==> src/rtl/tbase_pkg.sv <==
package tbase_pkg;

   typedef enum logic [1:0] {
      CM_UP   = 2'd0,
      CM_DOWN = 2'd1,
      CM_UPDN = 2'd2,
      CM_HOLD = 2'd3
   } cnt_mode_e;

   typedef enum logic [1:0] {
      EM_STEP  = 2'd0,
      EM_CYCLE = 2'd1,
      EM_FREE0 = 2'd2,
      EM_FREE1 = 2'd3
   } emu_mode_e;

   // low lane of the control register, LSB first: mode, ph_en, ph_dir, emu
   typedef struct packed {
      emu_mode_e emu;
      logic      ph_dir;
      logic      ph_en;
      cnt_mode_e mode;
   } ctrl_lo_t;

   localparam int CTRL_W    = 16;
   localparam int LO_W      = $bits(ctrl_lo_t);
   localparam int PS_CODE_W = 3;
   localparam int HS_LSB    = 8;
   localparam int CD_LSB    = HS_LSB + PS_CODE_W;

   localparam ctrl_lo_t LO_RESET = '{emu: EM_STEP, ph_dir: 1'b0,
                                     ph_en: 1'b0, mode: CM_HOLD};
   localparam logic [PS_CODE_W-1:0] HS_RESET = 3'd1;
   localparam logic [PS_CODE_W-1:0] CD_RESET = 3'd0;

endpackage

==> src/rtl/tbase_prescale.sv <==
module tbase_prescale #(
   parameter int HS_BITS = 3,
   parameter int CD_BITS = 3
) (
   input  logic               clk,
   input  logic               rst_n,
   input  logic               clr,
   input  logic [HS_BITS-1:0] hs_code,
   input  logic [CD_BITS-1:0] cd_code,
   output logic               tick
);
   localparam int HS_MAX = 2 * ((1 << HS_BITS) - 1);
   localparam int HS_CW  = $clog2(HS_MAX + 1);
   localparam int CD_CW  = (1 << CD_BITS) - 1;

   if (HS_BITS < 1 || HS_BITS > 4) begin : g_bad_hs
      $error("tbase_prescale: HS_BITS out of range");
   end
   if (CD_BITS < 1 || CD_BITS > 4) begin : g_bad_cd
      $error("tbase_prescale: CD_BITS out of range");
   end

   logic [HS_CW-1:0] hs_cnt, hs_lim;
   logic [CD_CW-1:0] cd_cnt, cd_lim;
   logic [CD_CW:0]   cd_full;
   logic             hs_hit, cd_hit;

   always_comb begin
      if (hs_code == '0) hs_lim = '0;
      else               hs_lim = HS_CW'({hs_code, 1'b0}) - HS_CW'(1);
      cd_full = (CD_CW + 1)'(1) << cd_code;
      cd_lim  = cd_full[CD_CW-1:0] - CD_CW'(1);
   end

   assign hs_hit = (hs_cnt >= hs_lim);
   assign cd_hit = (cd_cnt >= cd_lim);
   assign tick   = hs_hit && cd_hit;

   always_ff @(posedge clk or negedge rst_n) begin
      if (!rst_n) begin
         hs_cnt <= '0;
         cd_cnt <= '0;
      end else if (clr) begin
         hs_cnt <= '0;
         cd_cnt <= '0;
      end else if (hs_hit) begin
         hs_cnt <= '0;
         if (cd_hit) cd_cnt <= '0;
         else        cd_cnt <= cd_cnt + CD_CW'(1);
      end else begin
         hs_cnt <= hs_cnt + HS_CW'(1);
      end
   end

   assert_hs_range_R2: assert property (@(posedge clk) disable iff (!rst_n)
      hs_cnt <= hs_lim);
   assert_cd_range_R3: assert property (@(posedge clk) disable iff (!rst_n)
      cd_cnt <= cd_lim);
   assert_tick_spacing_R2: assert property (@(posedge clk) disable iff (!rst_n)
      tick && !clr && (hs_lim != '0 || cd_lim != '0) |=> !tick);

endmodule

==> src/rtl/tbase_halt.sv <==
module tbase_halt
   import tbase_pkg::*;
#(
   parameter int CNT_W = 16
) (
   input  logic             clk,
   input  logic             rst_n,
   input  logic             tick,
   input  logic             halt_req,
   input  logic             load,
   input  emu_mode_e        emu,
   input  cnt_mode_e        mode,
   input  logic [CNT_W-1:0] cnt,
   input  logic [CNT_W-1:0] period,
   output logic             step
);
   logic done;
   logic at_end;
   logic may_step;

   always_ff @(posedge clk or negedge rst_n) begin
      if (!rst_n)                                    done <= 1'b0;
      else if (!halt_req)                            done <= 1'b0;
      else if (emu == EM_STEP && tick && !load)      done <= 1'b1;
   end

   always_comb begin
      if (mode == CM_UP) at_end = (cnt == period);
      else               at_end = (cnt == '0);
      unique case (emu)
         EM_STEP:  may_step = !(halt_req && done);
         EM_CYCLE: may_step = !(halt_req && at_end);
         default:  may_step = 1'b1;
      endcase
   end

   assign step = tick && may_step;

   assert_step_halt_R11: assert property (@(posedge clk) disable iff (!rst_n)
      emu == EM_STEP && halt_req && done && !load |=> $stable(cnt));
   assert_cycle_halt_R12: assert property (@(posedge clk) disable iff (!rst_n)
      emu == EM_CYCLE && halt_req && !load &&
      ((mode == CM_UP && cnt == period) || (mode != CM_UP && cnt == '0))
      |=> $stable(cnt));
   assert_free_run_R13: assert property (@(posedge clk) disable iff (!rst_n)
      (emu == EM_FREE0 || emu == EM_FREE1) && tick && !load &&
      mode == CM_UP && cnt < period |=> cnt == $past(cnt) + 1'b1);

endmodule

==> src/rtl/tbase_count.sv <==
module tbase_count
   import tbase_pkg::*;
#(
   parameter int CNT_W = 16
) (
   input  logic             clk,
   input  logic             rst_n,
   input  logic             step,
   input  logic             load,
   input  logic [CNT_W-1:0] phase,
   input  logic             ph_dir,
   input  cnt_mode_e        mode,
   input  logic [CNT_W-1:0] period,
   output logic [CNT_W-1:0] cnt,
   output logic             dir_up
);
   logic [CNT_W-1:0] cnt_nx;
   logic             dir_nx;
   logic [CNT_W-1:0] cnt_inc, cnt_dec, first_up;

   assign cnt_inc  = cnt + CNT_W'(1);
   assign cnt_dec  = cnt - CNT_W'(1);
   assign first_up = (period == '0) ? '0 : CNT_W'(1);

   always_comb begin
      cnt_nx = cnt;
      dir_nx = dir_up;
      if (load) begin
         cnt_nx = phase;
         if (mode == CM_UPDN) dir_nx = ph_dir;
         else                 dir_nx = (mode != CM_DOWN);
      end else if (step) begin
         unique case (mode)
            CM_UP: begin
               cnt_nx = (cnt >= period) ? '0 : cnt_inc;
               dir_nx = 1'b1;
            end
            CM_DOWN: begin
               cnt_nx = (cnt == '0) ? period : cnt_dec;
               dir_nx = 1'b0;
            end
            CM_UPDN: begin
               if (dir_up) begin
                  if (cnt >= period) begin
                     dir_nx = 1'b0;
                     cnt_nx = (cnt == '0) ? '0 : cnt_dec;
                  end else begin
                     cnt_nx = cnt_inc;
                  end
               end else begin
                  if (cnt == '0) begin
                     dir_nx = 1'b1;
                     cnt_nx = first_up;
                  end else begin
                     cnt_nx = cnt_dec;
                  end
               end
            end
            default: ;
         endcase
      end
   end

   always_ff @(posedge clk or negedge rst_n) begin
      if (!rst_n) begin
         cnt    <= '0;
         dir_up <= 1'b1;
      end else begin
         cnt    <= cnt_nx;
         dir_up <= dir_nx;
      end
   end

   assert_up_wrap_R5: assert property (@(posedge clk) disable iff (!rst_n)
      mode == CM_UP && step && !load && cnt >= period |=> cnt == '0);
   assert_down_reload_R6: assert property (@(posedge clk) disable iff (!rst_n)
      mode == CM_DOWN && step && !load && cnt == '0 |=> cnt == $past(period));
   assert_updn_top_R7: assert property (@(posedge clk) disable iff (!rst_n)
      mode == CM_UPDN && step && !load && dir_up && cnt == period && period != '0
      |=> cnt == $past(period) - 1'b1 && !dir_up);
   assert_phase_load_R8: assert property (@(posedge clk) disable iff (!rst_n)
      load |=> cnt == $past(phase));
   assert_phase_dir_R9: assert property (@(posedge clk) disable iff (!rst_n)
      load && mode == CM_UPDN |=> dir_up == $past(ph_dir));
   assert_frozen_R14: assert property (@(posedge clk) disable iff (!rst_n)
      mode == CM_HOLD && !load |=> $stable(cnt));

endmodule

==> src/rtl/pwm_timebase.sv <==
module pwm_timebase
   import tbase_pkg::*;
#(
   parameter int CNT_W = 16
) (
   input  logic              clk,
   input  logic              rst_n,
   input  logic [CTRL_W-1:0] ctrl_word,
   input  logic [1:0]        ctrl_we,
   input  logic [CNT_W-1:0]  period,
   input  logic [CNT_W-1:0]  phase,
   input  logic              sync_in,
   input  logic              halt_req,
   output logic [CNT_W-1:0]  count,
   output logic              count_up
);
   if (CNT_W < 2) begin : g_bad_w
      $error("pwm_timebase: CNT_W must be at least 2");
   end
   if (CD_LSB + PS_CODE_W > CTRL_W || LO_W > 8) begin : g_bad_map
      $error("pwm_timebase: control fields do not fit");
   end

   ctrl_lo_t             lo_q;
   logic [PS_CODE_W-1:0] hs_q, cd_q;
   logic                 tick, step, load;

   always_ff @(posedge clk or negedge rst_n) begin
      if (!rst_n) begin
         lo_q <= LO_RESET;
         hs_q <= HS_RESET;
         cd_q <= CD_RESET;
      end else begin
         if (ctrl_we[0]) lo_q <= ctrl_lo_t'(ctrl_word[LO_W-1:0]);
         if (ctrl_we[1]) begin
            hs_q <= ctrl_word[HS_LSB +: PS_CODE_W];
            cd_q <= ctrl_word[CD_LSB +: PS_CODE_W];
         end
      end
   end

   assign load = sync_in && lo_q.ph_en;

   tbase_prescale #(.HS_BITS(PS_CODE_W), .CD_BITS(PS_CODE_W)) u_pre (
      .clk     (clk),
      .rst_n   (rst_n),
      .clr     (ctrl_we[1]),
      .hs_code (hs_q),
      .cd_code (cd_q),
      .tick    (tick)
   );

   tbase_halt #(.CNT_W(CNT_W)) u_halt (
      .clk      (clk),
      .rst_n    (rst_n),
      .tick     (tick),
      .halt_req (halt_req),
      .load     (load),
      .emu      (lo_q.emu),
      .mode     (lo_q.mode),
      .cnt      (count),
      .period   (period),
      .step     (step)
   );

   tbase_count #(.CNT_W(CNT_W)) u_cnt (
      .clk    (clk),
      .rst_n  (rst_n),
      .step   (step),
      .load   (load),
      .phase  (phase),
      .ph_dir (lo_q.ph_dir),
      .mode   (lo_q.mode),
      .period (period),
      .cnt    (count),
      .dir_up (count_up)
   );

endmodule

==> config.mk <==
export PLATFORM = sky130hd
export DESIGN_NAME = pwm_timebase
export DESIGN_NICKNAME = d
export VERILOG_FILES = /design/src/rtl/tbase_pkg.sv /design/src/rtl/tbase_prescale.sv /design/src/rtl/tbase_halt.sv /design/src/rtl/tbase_count.sv /design/src/rtl/pwm_timebase.sv
export SDC_FILE = /design/constraint.sdc
export NUM_CORES = 1
export LEC_CHECK = 0
export ABC_CLOCK_PERIOD_IN_PS = 5600
export BUFFER_PORTS_ARGS = -buffer_cell sky130_fd_sc_hd__buf_2
export CORE_MARGIN = 3
export CORE_UTILIZATION = 62
export CTS_CLUSTER_SIZE = 10
export DETAILED_ROUTE_END_ITERATION = 8
export PLACE_DENSITY = 0.95
export SKIP_CTS_REPAIR_TIMING = 1
export SYNTH_ARGS = -nofsm -noshare
export SYNTH_HDL_FRONTEND = slang
export SYNTH_SLANG_ARGS = --single-unit
==> constraint.sdc <==
create_clock -name clk -period 5.6 [get_ports clk]
set_clock_uncertainty 0.1 [all_clocks]
set_input_delay 0.28 -clock clk [delete_from_list [all_inputs] [get_ports clk]]
set_output_delay 0.28 -clock clk [all_outputs]
set_load 0.02 [all_outputs]
# Yosys cells after proc, flatten, opt, wreduce, memory -nomap -nowiden
# Cells that the tools add are included.
# Widths: inputs -> output; s select.
[classes]
eq_ne = 6
shifts = 1
n_div = 0
n_mul = 0
n_addsub = 6
mux = 27
order_cmp = 3
reduce_logical = 19
bitwise = 0
[op_table]
columns = ["cell", "count"]
rows = [
  ["$mux 16", 8],
  ["$pmux 16 s3", 1],
  ["$logic_not 16->1", 2],
  ["$mux 7", 3],
  ["$add 16x1->16 const B", 1],
  ["$eq 16x16->1", 1],
  ["$ge 16x16->1", 1],
  ["$sub 16x1->16 const B", 1],
  ["$mux 4", 3],
  ["$mux 1", 10],
  ["$add 7x1->7 const B", 1],
  ["$ge 7x7->1", 1],
  ["$logic_and 1x1->1", 7],
  ["$shl 1x3->7 const A", 1],
  ["$sub 7x1->7 const B", 1],
  ["$add 4x1->4 const B", 1],
  ["$eq 2x1->1 const B", 2],
  ["$ge 4x4->1", 1],
  ["$logic_not 2->1", 2],
  ["$ne 2x1->1 const B", 2],
  ["$reduce_bool 2->1", 2],
  ["$reduce_bool 4->1", 1],
  ["$sub 4x1->4 const B", 1],
  ["$logic_not 1->1", 3],
  ["other kinds (5)", 5],
]
[totals]
in_bits = 54
latch_bits = 0
reg_bits = 41
mem_count = 0
mem_bits_rw = 0
rom_bits = 0
out_inout_bits = 17

# Longest topological paths before layout
[logic_depth]
ltp_word = 8
depth_mapped = 11
ltp_nobuf = 10

# Modules after synthesis
# Synthesis repeated with hierarchy kept, for this count alone.
[hier_totals]
hier_cells = 521
hier_area_um2 = 4324.1
[by_module_without_submodules]
columns = ["mod", "cells_per_inst", "n_inst", "area_each_um2"]
rows = [
  ["tbase_count", 361, 1, 2615.0],
  ["tbase_prescale", 97, 1, 887.1],
  ["pwm_timebase", 27, 1, 513.0],
  ["tbase_halt", 36, 1, 309.0],
]

# Least setup slack after synthesis
# Ideal clock, no wire load.
[synth_path]
path_kind = "register -> register"
from = "register u_cnt.cnt[0]"
to = "register u_cnt.cnt[10]"
slack_ns = 2.759
t_arrival_ns = 2.610
stages_incl_launch_ff = 11
synth_period_minus_slack_ns = 2.841
path_buffers = 1
setup_time_ns = 0.131
required_ns = 5.369
path_cell_list = "dfrtp_1 -> inv_1 -> ha_1 -> nand2b_1 -> a2111o_1 -> a31oi_1 -> and2_1 -> buf_2 -> nor3_1 -> o41ai_1 -> nand2_1"
[synth_between]
elab_chain_len = 8
[synth_rtl]
columns = ["item", "line", "rtl"]
rows = [
  ["start: declaration", "tbase_count.sv:14", "output logic [CNT_W-1:0] cnt,"],
  ["start signal: assignment", "tbase_count.sv:69", "cnt <= cnt_nx;"],
  ["parallel branches: the longest is 8 deep, another holds $sub 16x1->16", "--", ""],
]
# Parallel ways; which one is timed is not known. The select of a mux whose other input is x is not followed.
# A chain may end at the register's enable or synchronous reset.

# Worst setup path in the final report
[layout_path]
from = "register u_cnt.cnt[0]"
to = "register u_cnt.cnt[6]"
# The elaborated chain is that of the path after synthesis.

==> flow_summary.toml <==
[run_status]
outcome = "finished, violations left"
violations_in_the_final_reports = "negative hold slack"

[sta]
post_route_clock_period_utilization_pct = 65.9
rsz0062_at_grt = "false"
max_freq_ghz = 0.271
timing.max_slew.rel_slack_pct = 36.4
final-hold-violation-count = 4
fin_tns_setup_ns = 0
timing_max_transition_violations_final = 0
final.hold.worst_slack_ns = -0.00146
tightest_slew_ns = 0.945
min_period_ns = 3.69
report.final.setup_viol = 0

[detailed_routing]
number_of_vias_in_the_routed_layout = 4073
drt_iter0_drc = 402
ant_nets = 0
mean_number_of_vias_per_cell = 6.61
post-route-drc-count = 0
wirelength_microns = 11700
wl_per_cell_microns = 19.0
drtPass1Iterations = 5

[die]
io_pins = 71
die-height_microns = 85.7
std_cell_rows = 28
placeableCoreArea_sq_um = 6030
initial_core_util_pct = 65.4
fp.dieW_microns = 85.7
die_area_sq_um = 7350

[logic_synthesis]
synthArstFlopShare_pct = 100
synth_largest_type_area_fraction_pct = 23.5
synthDistinctLibCells = 68
yosys_warnings = 0
seq_area_frac_synth_pct = 26.2
syn-instance-count = 494
synth-edff-count = 0
synth_top_cell_by_area = "sky130_fd_sc_hd__dfrtp_1"
syn-cell-area_sq_um = 3940
syn-num-nets = 583
syn_avg_cell_area_sq_um = 7.98
yosys-top-cells-area = "sky130_fd_sc_hd__dfrtp_1 (23%), sky130_fd_sc_hd__ha_1 (11%), sky130_fd_sc_hd__nand2_1 (4.7%), sky130_fd_sc_hd__xnor2_1 (3.8%), sky130_fd_sc_hd__o21ai_0 (3.7%)"
yosys_most_used_dff = "sky130_fd_sc_hd__dfrtp_1"
synth_seq_cells = 41

[critical_path]
cp_required_ns = 5.69
worst_setup_path_category = "flip-flop to flip-flop"
timing.critical_path.fanout_max = 14
critical_path_arrival_ns = 3.77
setup_crit_end_kind = "flip-flop"
worstSetupStartpointType = "flip-flop"

[flow_run]
max-cap-violations = 0

[finish]
antenna_cells = 0
syn_to_final_growth_pct = 9.84
mostFrequentLayoutCell = "sky130_fd_sc_hd__buf_2"
design.final.nets = 629
mostFrequentLayoutCells = "sky130_fd_sc_hd__buf_2 (66), sky130_fd_sc_hd__nand2_1 (49), sky130_fd_sc_hd__nor2_1 (38)"
layout-drive-gt1-share_pct = 18.7

[power_and_ir_drop]
vdd.ir_drop.worst_v = 0.000178
p_leak_uw = 0.00193
power_density_nw_per_um2 = 269
power_uw = 1160

[place]
hpwlAfterDp_microns = 8430
portBuffers = 66
gpl.final_weighted_congestion = 0.985

[clocking]
cts_tree = "built"
clock_tree.buffer_depth = 2
clkLatencyLatePin_ns = 0.30
clk_pin_slew_ns = 0.09
cts-buffers-inserted = 5
clock-sinks = 41
root_buffer_cell = "sky130_fd_sc_hd__clkbuf_8"
ctsHtreeMaxLevel = 2

[global_route]
pin_count_of_the_biggest_net_entering_global_routing = 42
via_count_of_the_first_global_routing_pass = 3852
grt_pass1_wl_microns = 18800
globalRouteOverflowTotal = 0
antenna_violations_before_repair = 0
grt_use_total_pct = 32.4

[worst_hold_path]
timing.hold.worst.class = "input pin to asynchronous set/reset pin"
-- layer usage --
| layer | GRT usage (%) | part of all wire (%) | up-vias |
|---|---|---|---|
| li1 | - | - | 1893 |
| met1 | 43.0 | 42 | 1915 |
| met2 | 52.3 | 45 | 230 |
| met3 | 7.20 | 11 | 35 |
| met4 | 10.6 | 2.5 | 0 |
| met5 | 0 | 0 | - |
-- cells in the mapped netlist, types with 3 or more instances --
cell and count:
sky130_fd_sc_hd__nor2b_1 4, sky130_fd_sc_hd__clkbuf_1 17, sky130_fd_sc_hd__buf_2 8, sky130_fd_sc_hd__inv_1 29
sky130_fd_sc_hd__xnor2_1 17, sky130_fd_sc_hd__dfrtp_1 37, sky130_fd_sc_hd__a211oi_1 5, sky130_fd_sc_hd__and3_1 7
sky130_fd_sc_hd__and2_1 4, sky130_fd_sc_hd__o22ai_1 4, sky130_fd_sc_hd__nor3b_1 4, sky130_fd_sc_hd__nor4_1 11
sky130_fd_sc_hd__nand4_1 8, sky130_fd_sc_hd__o31ai_1 7, sky130_fd_sc_hd__nor2_1 38, sky130_fd_sc_hd__xor2_1 12
sky130_fd_sc_hd__o21ai_0 29, sky130_fd_sc_hd__mux2_2 9, sky130_fd_sc_hd__o211ai_1 6, sky130_fd_sc_hd__or3_1 9
sky130_fd_sc_hd__nor3_1 17, sky130_fd_sc_hd__a31oi_1 9, sky130_fd_sc_hd__nand3_1 21, sky130_fd_sc_hd__nand2b_1 6
sky130_fd_sc_hd__nor4_2 3, sky130_fd_sc_hd__dfstp_2 4, sky130_fd_sc_hd__nand2_1 49, sky130_fd_sc_hd__a21oi_1 25
sky130_fd_sc_hd__o21ai_1 8, sky130_fd_sc_hd__nand3b_1 3, sky130_fd_sc_hd__ha_1 35, sky130_fd_sc_hd__a22oi_1 6
-- worst paths after layout --
path                                    to             from  slack [ns]  cells after the start
max in group asynchronous  u_pre.cd_cnt[1]            rst_n        4.79                      1
min reg2reg                u_pre.hs_cnt[0]  u_pre.hs_cnt[0]        0.40                      1
min in group clk              u_cnt.cnt[0]         phase[0]        0.06                      3
min                           u_cnt.cnt[7]            rst_n      -0.001                      1
max reg2reg                   u_cnt.cnt[6]     u_cnt.cnt[0]        1.91                      9
max                           u_cnt.cnt[6]     u_cnt.cnt[0]        1.91                      9
-- registers in the layout, summed over array words and instances, names as in the netlist --
register / count
u_cnt.dir_up: 1
lo_q: 6
cd_q: 3
hs_q: 3
u_pre.cd_cnt: 7
u_cnt.cnt: 16
u_halt.done: 1
u_pre.hs_cnt: 4
-- through the flow --
| stage | area, sq um | worst slack (ns) | util (%) | cells |
|---|---|---|---|---|
| 6_report | 4330 | 1.91 | 71.9 | 616 |
| 2_1_floorplan | 3940 | 2.76 | - | 494 |
| 5_1_grt | 4330 | 1.71 | 71.9 | 616 |
| 3_3_place_gp | 4240 | 2.10 | 70.4 | 608 |
| 4_1_cts | 4330 | 2.02 | 71.9 | 616 |
| 3_5_place_dp | 4240 | 2.03 | 70.4 | 608 |
-- critical path, cell delays in order, from the launching register on --
cell and delay [ns]:
sky130_fd_sc_hd__dfrtp_1 0.53, sky130_fd_sc_hd__inv_1 0.16, sky130_fd_sc_hd__ha_1 0.31, sky130_fd_sc_hd__nand2b_1 0.16, sky130_fd_sc_hd__a2111o_1 0.46, sky130_fd_sc_hd__a31oi_1 0.51
sky130_fd_sc_hd__and2_1 0.62, sky130_fd_sc_hd__nor2_1 0.15, sky130_fd_sc_hd__a2111oi_0 0.47, sky130_fd_sc_hd__o31ai_1 0.11
-- area by class of cell --
cell class,count,area [sq um]
flip-flops and latches,41,1030
multi-input cells,395,2660
repair buffers,68,345
inverters,29,109
well taps,75,93.8
clock inverters,3,21.3
clock buffers,5,68.8
fillers,491,1700
-- report_power, final --
group          internal (uW)  switching, uW
clock                   88.7            120
sequential               339           98.4
combinational            202            317
-- cell families after synthesis --
kind of cell | after synthesis | synth area share [%]
AND/OR/NAND/NOR | 195 | 26.2
AO/OA/AOI/OAI | 125 | 20.7
buffers and inverters | 58 | 6.35
flip-flops | 41 | 26.2
adder cells (fa/ha/maj) | 35 | 11.1
XOR/XNOR | 29 | 6.44
multiplexers | 11 | 3.08
Note: power is estimated with default switching activity, not from simulation.
